File: config.mk
export PLATFORM = sky130hd
export DESIGN_NAME = int_alu
export DESIGN_NICKNAME = d
export VERILOG_FILES = /design/src/rtl/int_alu.sv
export SDC_FILE = /design/constraint.sdc
export NUM_CORES = 1
export LEC_CHECK = 0
export ABC_AREA = 1
export CAP_MARGIN = 20
export CORE_ASPECT_RATIO = 1.2
export CORE_UTILIZATION = 50
export DETAILED_ROUTE_END_ITERATION = 10
export GPL_ROUTABILITY_DRIVEN = 0
export PLACE_DENSITY = 0.82
export SLEW_MARGIN = 5
export SYNTH_ARGS = -nofsm -noshare
export SYNTH_HDL_FRONTEND = slang
export SYNTH_SLANG_ARGS = --single-unit
export TNS_END_PERCENT = 30
File: constraint.sdc
create_clock -name vclk -period 4.7
set_input_delay 0.705 -clock vclk [all_inputs]
set_output_delay 0.705 -clock vclk [all_outputs]
set_load 0.05 [all_outputs]
File: src/rtl/int_alu.sv
module int_alu #(
  parameter int W = 32
) (
  input  logic [W-1:0] opa,
  input  logic [W-1:0] opb,
  input  logic [2:0]   op,
  output logic [W-1:0] res,
  output logic         zero,
  output logic         ovf
);
  localparam logic [2:0] OP_AND = 3'b000;
  localparam logic [2:0] OP_OR  = 3'b001;
  localparam logic [2:0] OP_ADD = 3'b010;
  localparam logic [2:0] OP_SUB = 3'b110;
  localparam logic [2:0] OP_SLT = 3'b111;

  logic         negate;
  logic [W-1:0] opb_eff;
  logic [W-1:0] sum;
  logic         sum_ovf;
  logic         less;

  assign negate  = op[2];
  assign opb_eff = opb ^ {W{negate}};
  assign sum     = opa + opb_eff + {{(W-1){1'b0}}, negate};
  assign sum_ovf = (opa[W-1] == opb_eff[W-1]) && (sum[W-1] != opa[W-1]);
  assign less    = sum[W-1] ^ sum_ovf;

  always_comb begin
    res = '0;
    ovf = 1'b0;
    unique case (op)
      OP_AND: res = opa & opb;
      OP_OR:  res = opa | opb;
      OP_ADD: begin res = sum; ovf = sum_ovf; end
      OP_SUB: begin res = sum; ovf = sum_ovf; end
      OP_SLT: res = {{(W-1){1'b0}}, less};
      default: ;
    endcase
  end

  assign zero = ~|res;
endmodule

==> results of run 1 <==
[worst min-delay path by stage]
stage,from,endpoint
detailed placement,opa[31],ovf
finish,opa[31],ovf
global placement,opa[31],ovf
floorplan,opb[14],res[14]
global route,opa[31],ovf
CTS,opa[31],ovf
[cells by family after synthesis]
kind of cell	after synthesis	synth area share
XOR/XNOR	31	0.0706
AO/OA/AOI/OAI	80	0.115
buffers and inverters	143	0.144
adder cells (fa/ha/maj)	49	0.152
AND/OR/NAND/NOR	435	0.519
[final cells by class]
cell class | count | area share
Inverter | 133 | 0.0995
Timing Repair Buffer | 108 | 0.221
Multi-Input combinational cell | 595 | 0.657
Tap cell | 90 | 0.0224
[power groups by stage]
stage | registers (mW) | clock network (mW) | logic (mW)
after floorplan | 0 | 0 | 0.597
after global placement | 0 | 0 | 0.861
after detailed placement | 0 | 0 | 0.877
after CTS | 0 | 0 | 0.880
after global routing | 0 | 0 | 0.975
final | 0 | 0 | 0.892
[stage by stage]
step | cells | cell area (um2)
finish | 926 | 5020
global placement | 926 | 5010
CTS | 926 | 5010
floorplan | 738 | 3840
detailed placement | 926 | 5010
global route | 926 | 5020
[placed cells by master (no fill, tap or decap)]
master / count
a211oi_1: 1
a21oi_1: 35
a21oi_2: 4
a31oi_1: 1
and2_1: 1
buf_12: 11
buf_2: 1
buf_4: 30
clkdlybuf4s50_1: 66
clkinv_1: 1
fa_1: 1
ha_1: 34
inv_1: 118
inv_2: 14
maj3_1: 14
nand2_1: 240
nand2_2: 28
nand3_1: 52
nand3_2: 13
nand3_4: 1
nand3b_1: 2
nand3b_2: 1
nand4_1: 9
nor2_1: 57
nor2_2: 17
nor2_4: 5
nor3_1: 5
o211ai_1: 3
o21ai_0: 29
o21ai_1: 3
o21bai_1: 1
o21bai_2: 1
o22a_1: 1
o22ai_1: 1
or2_0: 2
or2_1: 2
xnor2_1: 1
xor2_1: 30
[routing by layer]
metal / wire length [um] / up-vias
li1: - / 2514
met1: 5240 / 2264
met2: 6380 / 205
met3: 622 / 45
met4: 541 / 0
met5: 0 / -
[what timing repair did]
| item | 4_1_cts | 5_1_grt |
|---|---|---|
| buffers inserted | 0 | 0 |
| resized for setup | 0 | 2 |
| setup endpoints to repair | 0 | 1 |
| hold buffers | 0 | 0 |
==> results.sh, run 1 <==
export IMPL_port_buffers=101
export IMPL_cp_slowest_cell="clkdlybuf4s50_1"
export IMPL_synth_area_leaders="nand2_1 (23%), inv_1 (12%), ha_1 (11%)"
export IMPL_critPathMaxFanout=5
export IMPL_endpoint="zero"
export IMPL_regArea_um2=0
export IMPL_status="completed"
export IMPL_initial_utilization=0.522
export IMPL_critPathLaunchType="input pin"
export IMPL_cp_depth=21
export IMPL_synth_commonest_cells="nand2_1 (240), inv_1 (119), nor2_1 (57)"
export IMPL_pin_count=101
export IMPL_p_per_area_nw_per_um2=178
export IMPL_fin_ws_ps=223
export IMPL_synth_most_common_cell="nand2_1"
export IMPL_grt_busiest_layer="met2"
export IMPL_ys_seq_area_frac=0
export IMPL_nets=940
export IMPL_intPower_uw=323
export IMPL_yosysWarnings=0
export IMPL_hold_viol_final=0
export IMPL_fin_crit_sh=0.953
export IMPL_die_h_um=98.1
export IMPL_p_sw_uw=569
export IMPL_grtUsageMet2=0.591
export IMPL_drt_total_wl_um=12800
export IMPL_layout_min_cycle_time_ps=4480
export IMPL_setup_viol=0
export IMPL_ant_nets=0
export IMPL_synthCells=738
export IMPL_globalRouteMet3Util=0.0280
export IMPL_hold_ws_ps=2250
export IMPL_grt_max_degree=17
export IMPL_clkPwrFrac=0
export IMPL_grt_pass1_wl_um=21100
export IMPL_path_buf_inv=4
export IMPL_worstSetupPathType="input pin to output pin"
export IMPL_min_path_type="input pin to output pin"
export IMPL_drv_cap=0
export IMPL_grt_antenna_before_repair=0
export IMPL_swShare=0.638
export IMPL_yosysTopAreaCellShare=0.234
export IMPL_synthesis_nets=840
export IMPL_dpl_worst_slack_ps=193
export IMPL_tightest_slew_ps=460
export IMPL_use_met1=0.373
export IMPL_vias=5028
export IMPL_dieArea_um2=8050
export IMPL_dp_hpwl_um=10900
export IMPL_crit_path_end_kind="output pin"
export IMPL_p_seq_frac=0
export IMPL_path_delay_family="simple AND/OR/NAND/NOR gates"
export IMPL_synth_top_area_cell="nand2_1"
export IMPL_holdPathStages=4
export IMPL_max_freq_mhz=223
export IMPL_max_slew_margin_rel=0.693
export IMPL_p_comb_frac=1.000
export IMPL_peakVddDrop_uv=117
export IMPL_grt_usage=0.325
export IMPL_rsz0062_at_grt="false"
export IMPL_avgSynthCellArea_um2=5.21
export IMPL_crit_top_cell="nand2_1"
export IMPL_multi_input_area_um2=3300
export IMPL_drc=0
export IMPL_worstSetupStartpoint="opb[0]"
export IMPL_avgViaCountPerCell=5.43
export IMPL_cpPeakStageDelay_ps=510
export IMPL_grt_ovfl_total=0
export IMPL_fillers=690
export IMPL_syn2layout_area_growth_pct=30.6
export IMPL_crit_chain="clkdlybuf4s50_1 -> nand2_1 -> nand2_2 -> inv_1 -> fa_1 -> inv_2 -> nand3_1 -> nand3_2 -> nand2_1 -> nand2_1 -> nand3_1 -> nand2_1 -> nand2_1 -> nand3_1 -> nand2_1 -> nor2_1 -> nand2_1 -> nor2_1 -> nand3_1 -> nor2_1 -> buf_4"
export IMPL_synth_area_um2=3840
export IMPL_drive_gt1_frac=0.151
export IMPL_arrival_ps=3770
export IMPL_drt_iter0_drc=208
export IMPL_ys_types=38
export IMPL_num_rows=34
export IMPL_die_w_um=82.1
export IMPL_fin_setup_tns_ps=0
export IMPL_required_ps=3990
export IMPL_grt_pass1_vias=4788
export IMPL_p_leak_nw=2.74
export IMPL_power_uw=892
export IMPL_slew_violations=0
export IMPL_utilization=0.682
export IMPL_wl_per_cell_um=13.8
export IMPL_nFlopsAndLatches=0
export IMPL_firstDrtPassIters=5
export IMPL_antennaDiodeCount=0
export IMPL_design_core_area_um2=7360
export IMPL_nClkBuffers=0
No activity file was read; power rests on OpenSTA's default activity.
==> run 2, diff against run 1 <==
Settings changed: MAX_ROUTING_LAYER from default to met4.
==> results.sh, run 2 (same netlist as run 1, synthesis figures left out) <==
export IMPL_drv_cap=0
export IMPL_initial_utilization=0.522
export IMPL_fillers=690
export IMPL_stdcell_count=926
export IMPL_rsz0062_at_grt="false"
export IMPL_p_per_area_nw_per_um2=178
export IMPL_antennaDiodeCount=0
export IMPL_design_core_area_um2=7360
export IMPL_pin_count=101
export IMPL_die_w_um=82.1
export IMPL_required_ps=3990
export IMPL_hold_viol_final=0
export IMPL_fin_ws_ps=237
export IMPL_final_cell_mix="nand2_1 (240), inv_1 (118), clkdlybuf4s50_1 (66)"
export IMPL_grt_usage=0.334
export IMPL_multi_input_area_um2=3300
export IMPL_dpl_worst_slack_ps=193
export IMPL_p_leak_nw=2.74
export IMPL_tightest_slew_ps=445
export IMPL_die_h_um=98.1
export IMPL_placed_cells=926
export IMPL_max_slew_margin_rel=0.700
export IMPL_grt_pass1_wl_um=21100
export IMPL_syn2layout_area_growth_pct=30.6
export IMPL_vias=5005
export IMPL_fin_setup_tns_ps=0
export IMPL_avgViaCountPerCell=5.40
export IMPL_crit_path_end_kind="output pin"
export IMPL_critPathLaunchType="input pin"
export IMPL_ant_nets=0
export IMPL_drt_iter0_drc=238
export IMPL_drt_total_wl_um=12800
export IMPL_min_path_type="input pin to output pin"
export IMPL_num_rows=34
export IMPL_worstSetupPathType="input pin to output pin"
export IMPL_fin_crit_sh=0.950
export IMPL_dp_hpwl_um=10900
export IMPL_setup_viol=0
export IMPL_port_buffers=101
export IMPL_max_freq_mhz=224
export IMPL_final_common_cell="nand2_1"
export IMPL_drc=0
export IMPL_slew_violations=0
export IMPL_grt_pass1_vias=4787
export IMPL_grt_antenna_before_repair=0
export IMPL_hold_ws_ps=2260
export IMPL_wl_per_cell_um=13.8
export IMPL_firstDrtPassIters=5
export IMPL_drive_gt1_frac=0.151
export IMPL_arrival_ps=3760
export IMPL_regArea_um2=0
export IMPL_grt_ovfl_total=0
export IMPL_nClkBuffers=0
export IMPL_nFlopsAndLatches=0
export IMPL_grt_max_degree=17
export IMPL_layout_min_cycle_time_ps=4460
export IMPL_peakVddDrop_uv=117
export IMPL_dieArea_um2=8050
export IMPL_hold_buffers=0
export IMPL_nets=940
export IMPL_status="completed"
export IMPL_critPathMaxFanout=5
==> run 2: layout make-up <==
| type | instances | area share |
|---|---|---|
| Tap cell | 90 | 0.0224 |
| Timing Repair Buffer | 108 | 0.221 |
| Inverter | 133 | 0.0995 |
| Multi-Input combinational cell | 595 | 0.657 |
==> run 2: worst paths after layout <==
| kind | startpoint | end | cells past startpoint |
|---|---|---|---|
| setup / recovery | opb[0] | zero | 21 |
| hold / removal | opa[31] | ovf | 4 |
==> run 2: routing by layer <==
| metal | vias to the layer above | track usage | share of wire |
|---|---|---|---|
| li1 | 2511 | - | - |
| met2 | 174 | 0.595 | 0.50 |
| met1 | 2271 | 0.371 | 0.41 |
| met3 | 49 | 0.0252 | 0.043 |
| met4 | 0 | 0.136 | 0.044 |
| met5 | - | - | 0 |
==> run 2: stage by stage <==
stage	utilization	power [mW]	area, um2
2_1_floorplan	-	0.597	3840
3_3_place_gp	0.681	0.861	5010
3_5_place_dp	0.681	0.877	5010
4_1_cts	0.681	0.880	5010
5_1_grt	0.682	0.975	5020
6_report	0.682	0.892	5020
==> run 2: what timing repair did <==
item,in CTS,in global routing
setup endpoints to repair,0,1
buffers inserted,0,0
resized for setup,0,2
==> run 2: critical path: stages <==
cell and delay, ps:
clkdlybuf4s50_1 510, nand2_1 110, nand2_2 120, inv_1 60, fa_1 380, inv_2 130
nand3_1 130, nand3_2 160, nand2_1 70, nand2_1 130, nand3_1 130, nand2_1 90
nand2_1 50, nand3_1 60, nand2_1 70, nor2_1 100, nand2_1 80, nor2_1 170
nand3_1 150, nor2_1 130, buf_4 210
==> run 2: where the power goes <==
| part | internal, mW | leakage, nW | switching [mW] |
|---|---|---|---|
| Clock | 0 | 0 | 0 |
| Sequential | 0 | 0 | 0 |
| Combinational | 0.323 | 2.74 | 0.569 |
